$ cat config.mk
export PLATFORM = sky130hd
export DESIGN_NAME = omega_fabric
export DESIGN_NICKNAME = d
export VERILOG_FILES = /design/src/rtl/omega_fabric.sv
export SDC_FILE = /design/constraint.sdc
export NUM_CORES = 1
export LEC_CHECK = 0
export CAP_MARGIN = 40
export CORE_ASPECT_RATIO = 0.75
export CORE_MARGIN = 2
export CORE_UTILIZATION = 45
export DETAILED_ROUTE_END_ITERATION = 8
export PLACE_DENSITY_LB_ADDON = 0.3
export SYNTH_ARGS = -nofsm -noshare
export SYNTH_HDL_FRONTEND = slang
export SYNTH_SLANG_ARGS = --single-unit
$ cat constraint.sdc
create_clock -name clk -period 9.8 [get_ports clk]
set_input_delay 0.98 -clock clk [delete_from_list [all_inputs] [get_ports clk]]
set_output_delay 0.98 -clock clk [all_outputs]
set_load 0.02 [all_outputs]
$ cat src/rtl/omega_fabric.sv
module omega_fabric #(
  parameter int P = 8,
  parameter int W = 16,
  parameter int A = $clog2(P)
) (
  input  logic           clk,
  input  logic           rst_n,
  input  logic [P-1:0]   in_valid,
  input  logic [P*A-1:0] in_dest,
  input  logic [P*W-1:0] in_data,
  output logic [P-1:0]   in_ready,
  output logic [P-1:0]   out_valid,
  output logic [P*W-1:0] out_data
);
  localparam int N = A;
  localparam int E = P / 2;

  logic [P-1:0] lv [0:N];
  logic [A-1:0] ld [0:N][P];
  logic [W-1:0] lp [0:N][P];
  logic [A-1:0] ls [0:N][P];
  logic [P-1:0] hit;

  for (genvar i = 0; i < P; i++) begin : g_in
    assign lv[0][i] = in_valid[i];
    assign ld[0][i] = in_dest[i*A +: A];
    assign lp[0][i] = in_data[i*W +: W];
    assign ls[0][i] = A'(i);
  end

  for (genvar k = 0; k < N; k++) begin : g_stage
    for (genvar e = 0; e < E; e++) begin : g_elem
      localparam int JU = 2 * e;
      localparam int JL = 2 * e + 1;
      localparam int IU = (JU >> 1) | ((JU & 1) << (A - 1));
      localparam int IL = (JL >> 1) | ((JL & 1) << (A - 1));

      logic vu, vl, bu, bl, clash, pri, gu, gl, su, sl;

      assign vu    = lv[k][IU];
      assign vl    = lv[k][IL];
      assign bu    = ld[k][IU][A-1-k];
      assign bl    = ld[k][IL][A-1-k];
      assign clash = vu & vl & (bu == bl);
      assign gu    = vu & (~clash | ~pri);
      assign gl    = vl & (~clash | pri);
      assign su    = gu & ~bu;
      assign sl    = gu & bu;

      assign lv[k+1][JU] = su | (gl & ~bl);
      assign lv[k+1][JL] = sl | (gl & bl);
      assign ld[k+1][JU] = su ? ld[k][IU] : ld[k][IL];
      assign ld[k+1][JL] = sl ? ld[k][IU] : ld[k][IL];
      assign lp[k+1][JU] = su ? lp[k][IU] : lp[k][IL];
      assign lp[k+1][JL] = sl ? lp[k][IU] : lp[k][IL];
      assign ls[k+1][JU] = su ? ls[k][IU] : ls[k][IL];
      assign ls[k+1][JL] = sl ? ls[k][IU] : ls[k][IL];

      always_ff @(posedge clk) begin
        if (!rst_n)     pri <= 1'b0;
        else if (clash) pri <= ~pri;
      end
    end
  end

  always_comb begin
    hit = '0;
    for (int o = 0; o < P; o++)
      if (lv[N][o]) hit[ls[N][o]] = 1'b1;
  end

  assign in_ready = ~in_valid | hit;

  always_ff @(posedge clk) begin
    if (!rst_n) begin
      out_valid <= '0;
      out_data  <= '0;
    end else begin
      out_valid <= lv[N];
      for (int o = 0; o < P; o++) out_data[o*W +: W] <= lp[N][o];
    end
  end
endmodule

==> results of run 1 <==
state kept, by name (all words and copies together) (netlist names):
signal,count
out_data,128
g_stage.g_elem.pri,12
out_valid,8
metrics by stage:
step	area (um2)	hold slack, ns	std cells
after floorplan	10600	0.564	1179
after global placement	13900	0.610	1725
after detailed placement	14000	0.620	1730
after CTS	14600	0.635	1762
after global routing	14600	0.682	1762
final	14600	0.635	1762
metal layers:
layer | global-route usage (%) | routed length (um) | up-vias
li1 | - | - | 4779
met1 | 49.4 | 20100 | 4976
met2 | 47.3 | 17500 | 624
met3 | 12.7 | 5170 | 65
met4 | 9.30 | 973 | 2
met5 | 3.60 | 117 | -
worst register-to-register path: stages (launching register included):
cell,delay (ns)
dfxtp_1,0.43
and3b_1,0.26
or2_2,0.61
mux2i_1,0.53
mux2i_1,0.32
a211oi_2,0.48
buf_4,0.32
nand2_1,0.07
a21boi_0,0.29
power by group through the flow:
| stage | logic [W] | clock network [W] | registers (W) |
|---|---|---|---|
| CTS | 0.000809 | 0.000644 | 0.000697 |
| global placement | 0.000795 | 0 | 0.000708 |
| floorplan | 0.000373 | 0 | 0.000780 |
| finish | 0.000826 | 0.000643 | 0.000698 |
| detailed placement | 0.000802 | 0 | 0.000709 |
| global route | 0.000866 | 0.000671 | 0.000704 |
area by class of cell:
| cell class | count | area [um2] |
|---|---|---|
| Multi-Input combinational cell | 933 | 7290 |
| Sequential cell | 148 | 2960 |
| Inverter | 17 | 63.8 |
| Clock buffer | 20 | 447 |
| Tap cell | 300 | 375 |
| Fill cell | 1964 | 8570 |
| Timing Repair Buffer | 332 | 3300 |
| Clock inverter | 12 | 119 |
worst max-delay path by stage:
stage	from	end	slack, ns	cells past startpoint
floorplan	in_dest[17]	in_ready[1]	5.18	9
global placement	in_valid[0]	in_ready[1]	3.56	11
detailed placement	in_valid[4]	in_ready[1]	3.51	11
CTS	in_valid[4]	in_ready[1]	3.50	11
global route	in_dest[14]	in_ready[1]	3.27	10
finish	in_valid[4]	in_ready[1]	3.45	11
kinds of logic (layout without fill, tap and decap cells):
kind of cell | Yosys count | count (layout)
multiplexers | 362 | 362
AND/OR/NAND/NOR | 350 | 350
AO/OA/AOI/OAI | 198 | 198
flip-flops | 148 | 148
buffers and inverters | 98 | 381
XOR/XNOR | 23 | 23
cells in the final DEF (no fill, tap or decap), types with 6 or more instances in the layout:
| cell | count |
|---|---|
| o32ai_1 | 6 |
| nand3b_1 | 14 |
| inv_1 | 17 |
| nor2_1 | 20 |
| mux2i_1 | 355 |
| o21ai_0 | 19 |
| a32oi_1 | 6 |
| nor2b_1 | 87 |
| xnor2_1 | 18 |
| o211ai_1 | 9 |
| a21boi_0 | 48 |
| clkdlybuf4s50_1 | 304 |
| nand4_1 | 6 |
| nor3_1 | 7 |
| o21a_1 | 6 |
| nand2b_1 | 9 |
| clkinvlp_4 | 6 |
| nand2_1 | 136 |
| and2_1 | 13 |
| nand3_1 | 18 |
| buf_4 | 22 |
| and3b_1 | 8 |
| clkbuf_16 | 17 |
| a21boi_1 | 8 |
| a21oi_1 | 19 |
| dfxtp_1 | 148 |
==> results by group, run 1 <==
Yosys
  – Post-synthesis compound-gate area fraction: 14.6%
  – Count leader, synth: mux2i_1
  – Synth Instances: 1179
  – Largest family of logic cells by synthesized area: multiplexers
  – Synth Flop Type: dfxtp_1
  – Post-synthesis simple-gate area fraction: 17.4%
  – Syn Std Cell Area: 0.0106 mm2
  – Synth top area share: 33.4%
  – Syn_nets: 1341
  – Seq/Total Area, Yosys: 27.9%
  – Syn. warnings: 0
  – Post-synth ARST share: 0%
  – Top area cells in the synthesized netlist: mux2i_1 33%, dfxtp_1 28%, nor2b_1 5.1%, nand2_1 4.8%, a21boi_0 3.4%
  – Post-Synth Adder-Cell Area: 0%
  – Commonest cells in the netlist: 355 x mux2i_1, 148 x dfxtp_1, 136 x nand2_1
  – Synth area leader: mux2i_1
  – Cell variety after synth: 80
  – Syn Area/Cell: 9.02 um2
  – XOR/XNOR share of the synthesized area: 1.89%
  – Yosys reg bits: 148
  – Post-synth EDFFs: 0
  – Proportion of synthesized area in mux cells: 34.3%

Clock tree
  – Clock transition at path regs: 0.06 ns
  – Root Driver: clkbuf_16
  – Post-cts resize count: 0
  – Clock latency on the worst-skew pair: 0.44 ns
  – Sink Count: 148
  – CTS tree: built
  – Cts hold-fix bufs: 0
  – H-tree depth: 4
  – CTS buffer count: 17
  – Max Root-Sink Buffers: 2
  – Postcts setup bufs: 0

Global route
  – Congestion Overflow GR: 0
  – Initial antenna violation count: 0
  – Vias in the first global route: 9950
  – Tot GR Track Use: 34.4%
  – First-pass GRT wire length: 63000 um
  – Largest net degree at the start of global routing: 115

Placed design
  – RD Place Congestion: 1.01
  – Dpl hpwl: 34300 um
  – Pre-CTS WS: 3.51 ns
  – Buffers on Ports: 305

Status
  – Run status: completed

Flow run
  – Max Cap Viol: 0

Drt
  – DRT iter0 DRCs: 1251
  – WL per Instance: 24.9 um
  – Routed WL: 43800 um
  – Final ANT Viol Nets: 0
  – Vias: 10446
  – Drt pass-1 iters: 5
  – DRC Markers: 0
  – Vias per inst: 5.93

Timing
  – Worst rel slew slack: 41.0%
  – Worst Setup Slack, final: 3.45 ns
  – Slew Limit Fails: 0
  – RSZ-0062 raised after global routing: false
  – Final Setup Violations: 0
  – Worst-Margin Slew: 0.879 ns
  – Max Clock Freq: 158 MHz
  – Final Hold Violating Endpoints: 0
  – Clock Skew: 0.00997 ns
  – Final period utilization: 64.7%
  – Setup total negative slack: 0 ns
  – Minimum clock period: 6.35 ns

Floorplan
  – IO Pins: 306
  – Core area: 0.0231 mm2
  – Placement Rows: 48
  – Starting Density: 46.0%
  – Die Footprint: 0.0249 mm2
  – Die Height: 137 um
  – Die X-Extent: 182 um

Setup path
  – Required @ worst endpoint: 8.82 ns
  – CP max-delay cell: a211o_1
  – Crit path cell chain: clkdlybuf4s50_1 > or3b_1 > o32a_1 > a41oi_4 > buf_4 > mux2i_1 > a211o_1 > nor4_1 > o21ai_1 > or4b_1 > clkdlybuf4s50_1
  – Largest fanout on the critical path: 26
  – CP bufs+invs: 3
  – Worst r2r path cells: 8
  – CP arrival: 5.37 ns
  – Crit path kind: in2out
  – Delay-heaviest family, CP: buffers and inverters
  – Worst setup EP type: output pin
  – R2R Path Start: g_stage[0].g_elem[0].pri
  – Reg2Reg Capture Point: out_data[12]
  – Worst path max stage delay: 0.65 ns
  – CP most frequent cell: clkdlybuf4s50_1
  – CP Launch Type: primary input
  – Reg2reg setup slack: 6.37 ns

Worst hold path
  – Hold Crit Depth: 2
  – Worst min-delay path class: reg2reg
  – Hold EP: g_stage[1].g_elem[1].pri
  – Hold path startpoint: g_stage[1].g_elem[1].pri

Power
  – Pwr Density: 149 mW/mm2
  – Switch share: 36.1%
  – Static leakage: 6.31 nW
  – Comb pwr share: 38.1%
  – P_sw: 0.000783 W
  – Clk pwr share: 29.7%
  – Peak supply drop: 0.172 mV
  – P_int: 0.00139 W
  – Reg power frac: 32.2%
  – Total power: 0.00217 W

Finish
  – Area delta synth->final: 36.8%
  – Fin nets: 1611
  – Final Core Density: 63.0%
  – Diode count: 0
  – Layout cells sized above 1: 6.63%
Note: power is estimated with default switching activity, not from simulation.
==> run 2, diff against run 1 <==
==> constraint.sdc (replaced) <==
create_clock -name clk -period 6 [get_ports clk]
set_input_delay 0.6 -clock clk [delete_from_list [all_inputs] [get_ports clk]]
set_output_delay 0.6 -clock clk [all_outputs]
set_load 0.02 [all_outputs]
==> run 2 against run 1 <==
- design area grew 0.23%
- die area is the same
- total power grew 66%
- flip-flop and latch count is the same
- register-to-register slack lost 3.6 ns
- routed wire length grew 3.7%
- clock skew grew 0.0049 ns
- worst setup slack lost 2.7 ns
- critical endpoint unchanged
- largest cell class unchanged
==> results by group, run 2 (synthesis gave the netlist of run 1 again) <==
Status
  – Run status: completed

Power
  – Static leakage: 6.35 nW
  – Total power: 0.00359 W
  – Peak supply drop: 0.206 mV
  – Pwr Density: 246 mW/mm2

Clock tree
  – Post-cts resize count: 0
  – CTS buffer count: 17
  – Clock transition at path regs: 0.07 ns
  – Clock latency on the worst-skew pair: 0.45 ns
  – CTS tree: built
  – Sink Count: 148
  – Postcts setup bufs: 0
  – Max Root-Sink Buffers: 2
  – Cts hold-fix bufs: 0
  – Root Driver: clkbuf_16
  – H-tree depth: 4

Finish
  – Final Core Density: 63.1%
  – Most common cell after layout, fill and taps aside: mux2i_1
  – Most flops, register: out_data
  – Register area: 0.00296 mm2
  – Multi-input gate area: 0.00729 mm2
  – Layout cells sized above 1: 7.03%
  – Fin nets: 1616
  – Most frequent cells in the layout: 355 x mux2i_1, 304 x clkdlybuf4s50_1, 148 x dfxtp_1, 136 x nand2_1, 87 x nor2b_1
  – Layout filler cell count: 1954
  – Area delta synth->final: 37.2%
  – Largest registers: out_data (128), g_stage.g_elem.pri (12), out_valid (8)
  – Max reg flops: 128

Timing
  – Final period utilization: 87.0%
  – Slew Limit Fails: 0
  – Max Clock Freq: 192 MHz
  – Minimum clock period: 5.22 ns
  – RSZ-0062 raised after global routing: false
  – Setup total negative slack: 0 ns
  – Clock Skew: 0.0149 ns
  – Final Hold Violating Endpoints: 0
  – Final Setup Violations: 0
  – Worst-Margin Slew: 0.919 ns
  – Worst rel slew slack: 38.7%

Setup path
  – Worst r2r path cells: 8
  – Crit path kind: in2out
  – CP Launch Type: primary input
  – R2R Path Start: g_stage[0].g_elem[3].pri
  – Required @ worst endpoint: 5.40 ns
  – Critical Path End: in_ready[1]
  – Reg2reg setup slack: 2.80 ns
  – Largest fanout on the critical path: 11
  – CP startpoint: in_valid[5]
  – Worst setup EP type: output pin
  – Reg2Reg Capture Point: out_data[51]
  – CP arrival: 4.62 ns

Floorplan
  – IO Pins: 306
  – Placement Rows: 48
  – Starting Density: 46.0%
  – Die Footprint: 0.0249 mm2
  – Die X-Extent: 182 um
  – Core area: 0.0231 mm2
  – Die Height: 137 um

Drt
  – Metal3 WL: 5410 um
  – Met2 WL post-DR: 18100 um
  – DRT iter0 DRCs: 1057
  – WL per Instance: 25.7 um
  – Top layer in use: met4
  – Met1 wire length: 21100 um
  – DRC Markers: 0
  – Vias: 10523
  – Drt pass-1 iters: 5
  – Routed WL: 45500 um
  – Vias per inst: 5.95
  – Final ANT Viol Nets: 0

Global route
  – Tot GR Track Use: 35.4%
  – Largest net degree at the start of global routing: 118
  – Vias in the first global route: 9708
  – Initial antenna violation count: 2
  – Congestion Overflow GR: 0
  – First-pass GRT wire length: 64000 um

Worst hold path
  – Worst min-delay path class: reg2reg

Placed design
  – Dpl hpwl: 35500 um
  – Buffers on Ports: 305
  – RD Place Congestion: 1.03

Flow run
  – Max Cap Viol: 0
==> run 2: cell types whose count changed in the layout (fill, tap and decap cells not counted), sizes merged <==
cell	change
buf	+5
bufinv	+1
clkbuf	-2
clkinv	+6
clkinvlp	-5
diode	+2
inv	-1
==> run 2: metal layers <==
layer,global-route usage (%),vias up
li1,-,4795
met1,50.9,5055
met2,48.2,609
met3,14.6,64
met4,8.45,0
met5,0,-
==> run 2: report_power, final <==
part,total [W],switching (W),internal (W)
clock,0.00110,0.000468,0.000628
combinational,0.00136,0.000773,0.000583
sequential,0.00114,0.0000496,0.00109
total,0.00359,0.00129,0.00230
==> run 2: worst max-delay path, stage by stage <==
cell             delay [ns]
clkdlybuf4s50_1        0.60
and3_1                 0.31
o32a_1                 0.41
a21oi_2                0.35
mux2i_4                0.39
a311oi_1               0.21
or2_1                  0.32
a221o_1                0.32
or4b_1                 0.55
clkdlybuf4s50_1        0.56
==> run 2: worst min-delay path by stage <==
stage                                          end                      from  slack (ns)  depth (start not counted)
after floorplan           g_stage[2].g_elem[0].pri  g_stage[2].g_elem[0].pri        0.56                          2
after global placement    g_stage[2].g_elem[0].pri  g_stage[2].g_elem[0].pri        0.61                          2
after detailed placement  g_stage[0].g_elem[0].pri  g_stage[0].g_elem[0].pri        0.62                          2
after CTS                 g_stage[2].g_elem[0].pri  g_stage[2].g_elem[0].pri        0.64                          2
after global routing      g_stage[2].g_elem[0].pri  g_stage[2].g_elem[0].pri        0.66                          2
final                     g_stage[0].g_elem[0].pri  g_stage[0].g_elem[0].pri        0.64                          2
==> run 2: area by class of cell <==
class	count	area share, %
Multi-Input combinational cell	933	49.9
Timing Repair Buffer	337	22.7
Sequential cell	148	20.3
Clock buffer	18	3.01
Tap cell	300	2.57
Clock inverter	13	1.03
Inverter	17	0.437
Antenna cell	2	0.0343
==> run 2: per-stage QoR <==
stage | std cells | worst slack, ns | area [um2] | hold WS, ns
after floorplan | 1179 | 2.14 | 10600 | 0.564
after global placement | 1734 | 0.842 | 14000 | 0.612
after detailed placement | 1735 | 0.865 | 14000 | 0.622
after CTS | 1766 | 0.854 | 14600 | 0.635
after global routing | 1766 | 0.681 | 14600 | 0.662
final | 1768 | 0.780 | 14600 | 0.642
==> run 3, diff against run 2 <==
--- a/config.mk
+++ b/config.mk
@@ -8,9 +8,11 @@
 export CAP_MARGIN = 40
 export CORE_ASPECT_RATIO = 0.75
 export CORE_MARGIN = 2
-export CORE_UTILIZATION = 45
+export CORE_UTILIZATION = 49
 export DETAILED_ROUTE_END_ITERATION = 8
 export PLACE_DENSITY_LB_ADDON = 0.3
+export SKIP_LAST_GASP = 1
 export SYNTH_ARGS = -nofsm -noshare
 export SYNTH_HDL_FRONTEND = slang
 export SYNTH_SLANG_ARGS = --single-unit
+export TNS_END_PERCENT = 50
==> run 3 against run 2 <==
- design area is essentially flat
- worst hold slack gained 0.0035 ns
- flip-flop and latch count is the same
- via count up 1.6%
- clock power barely moved
- clock-buffer cell count fell by 1
- cell count down 0.62%
- total power grew 0.19%
- combinational power hardly changed
- first-iteration DRC count grew 24%
- clock skew hardly changed
- critical path type unchanged
- largest cell class unchanged
- largest power group unchanged
==> results by group, run 3 (synthesis gave the netlist of run 1 again) <==
Drt
  – DRT iter0 DRCs: 1313
  – Routed WL: 44400 um
  – WL per Instance: 25.3 um
  – Drt pass-1 iters: 6
  – Final ANT Viol Nets: 0
  – DRC Markers: 0
  – Vias per inst: 6.08
  – Vias: 10687

Global route
  – Tot GR Track Use: 37.7%
  – Initial antenna violation count: 1
  – First-pass GRT wire length: 64900 um
  – Congestion Overflow GR: 0
  – Largest net degree at the start of global routing: 87
  – Vias in the first global route: 10173

Floorplan
  – Die Height: 132 um
  – Placement Rows: 46
  – Die X-Extent: 174 um
  – Core area: 0.0212 mm2
  – Starting Density: 50.1%
  – Die Footprint: 0.0229 mm2
  – IO Pins: 306

Timing
  – RSZ-0062 raised after global routing: false
  – Final period utilization: 87.9%
  – Final Hold Violating Endpoints: 0
  – Minimum clock period: 5.27 ns
  – Slew Limit Fails: 0
  – Worst rel slew slack: 40.8%
  – Max Clock Freq: 190 MHz
  – Setup total negative slack: 0 ns
  – Worst Setup Slack, final: 0.727 ns
  – Worst-Margin Slew: 0.863 ns
  – Final Setup Violations: 0
  – Clock Skew: 0.0145 ns

Finish
  – Fin area: 0.0146 mm2
  – Most flops, register: out_data
  – Most frequent cells in the layout: 355 x mux2i_1, 304 x clkdlybuf4s50_1, 148 x dfxtp_1, 136 x nand2_1, 87 x nor2b_1
  – Fin nets: 1618
  – Layout cells sized above 1: 7.15%
  – Most common cell after layout, fill and taps aside: mux2i_1
  – Layout filler cell count: 1679
  – Max reg flops: 128
  – Largest registers: out_data (128), g_stage.g_elem.pri (12), out_valid (8)
  – Area delta synth->final: 37.2%

Worst hold path
  – Worst min-delay path class: reg2reg
  – Hold Crit Depth: 2
  – Hold EP: g_stage[0].g_elem[2].pri
  – Hold path startpoint: g_stage[0].g_elem[2].pri

Setup path
  – R2R Path Start: g_stage[0].g_elem[0].pri
  – CP arrival: 4.67 ns
  – Worst setup EP type: output pin
  – Crit path kind: in2out
  – Required @ worst endpoint: 5.40 ns
  – Reg2Reg Capture Point: out_data[1]
  – Reg2reg setup slack: 2.77 ns
  – CP Launch Type: primary input
  – CP startpoint: in_valid[0]
  – Largest fanout on the critical path: 9
  – Crit path cell chain: clkdlybuf4s50_1 > nand2b_1 > or2_2 > mux2i_1 > mux2i_1 > o311ai_0 > o211ai_1 > nand2b_1 > nand4_1 > clkdlybuf4s50_1
  – Worst r2r path cells: 8
  – Worst path max stage delay: 0.74 ns
  – CP max-delay cell: o311ai_0

Clock tree
  – Postcts setup bufs: 0
  – Clock latency on the worst-skew pair: 0.43 ns
  – Root Driver: clkbuf_16
  – Cts hold-fix bufs: 0
  – Max Root-Sink Buffers: 2
  – Post-cts resize count: 0
  – Clock transition at path regs: 0.07 ns
  – CTS buffer count: 17
  – CTS tree: built
  – H-tree depth: 4
  – Sink Count: 148

Power
  – Comb pwr share: 37.4%
  – Pwr Density: 247 mW/mm2
  – Static leakage: 6.35 nW
  – Switch share: 36.1%
  – Clk pwr share: 30.8%
  – P_int: 0.00230 W
  – P_sw: 0.00130 W
  – Reg power frac: 31.7%
  – Peak supply drop: 0.172 mV

Placed design
  – Pre-CTS WS: 0.793 ns
  – Placed Area: 0.0140 mm2
  – RD Place Congestion: 0.994
  – Dpl hpwl: 34500 um
  – Buffers on Ports: 305

Status
  – Run status: completed

Flow run
  – Max Cap Viol: 0
## run 3: cell count changes in the layout (fill, tap and decap cells not counted), moves of 2 or more
cell and change:
clkinvlp_4 +3, inv_6 +3, clkinv_4 -4, clkinv_2 -2
## run 3: layout make-up
cell class	instances	area, um2	area share (%)
Antenna cell	1	2.50	0.0171
Clock buffer	17	425	2.91
Clock inverter	14	165	1.13
Inverter	17	63.8	0.437
Multi-Input combinational cell	933	7290	49.9
Sequential cell	148	2960	20.3
Tap cell	288	360	2.47
Timing Repair Buffer	339	3330	22.8
## run 3: worst max path at each step
stage / end / slack (ns) / depth (start not counted)
floorplan: in_ready[1] / 2.14 / 9
global placement: in_ready[1] / 0.85 / 10
detailed placement: in_ready[1] / 0.79 / 11
CTS: in_ready[1] / 0.79 / 11
global route: in_ready[3] / 0.63 / 10
finish: in_ready[3] / 0.73 / 10
## run 3: metal layers
layer | vias up | GRT usage [%] | share of wire [%]
met4 | 0 | 9.48 | 1.7
met5 | - | 0 | 0
met1 | 5083 | 57.1 | 46
met3 | 61 | 9.06 | 12
li1 | 4803 | - | -
met2 | 740 | 52.7 | 41
## run 3: power groups by stage
stage / Sequential (W) / Clock [W] / Combinational [W]
floorplan: 0.00127 / 0 / 0.000609
global placement: 0.00116 / 0 / 0.00129
detailed placement: 0.00116 / 0 / 0.00130
CTS: 0.00114 / 0.00111 / 0.00132
global route: 0.00115 / 0.00115 / 0.00141
finish: 0.00114 / 0.00111 / 0.00135
## run 3: per-stage QoR
| step | power, W | instances | utilization (%) | hold slack [ns] |
|---|---|---|---|---|
| 2_1_floorplan | 0.00188 | 1179 | - | 0.564 |
| 3_3_place_gp | 0.00245 | 1723 | 65.7 | 0.612 |
| 3_5_place_dp | 0.00246 | 1725 | 65.9 | 0.624 |
| 4_1_cts | 0.00357 | 1756 | 68.7 | 0.642 |
| 5_1_grt | 0.00371 | 1757 | 68.7 | 0.684 |
| 6_report | 0.00360 | 1757 | 68.7 | 0.646 |
## run 3: critical path: cells and delay by family
family,cells,cell delay [ns]
buffers and inverters,2,1.28
AO/OA/AOI/OAI,2,0.99
multiplexers,2,0.97
AND/OR/NAND/NOR,4,0.82
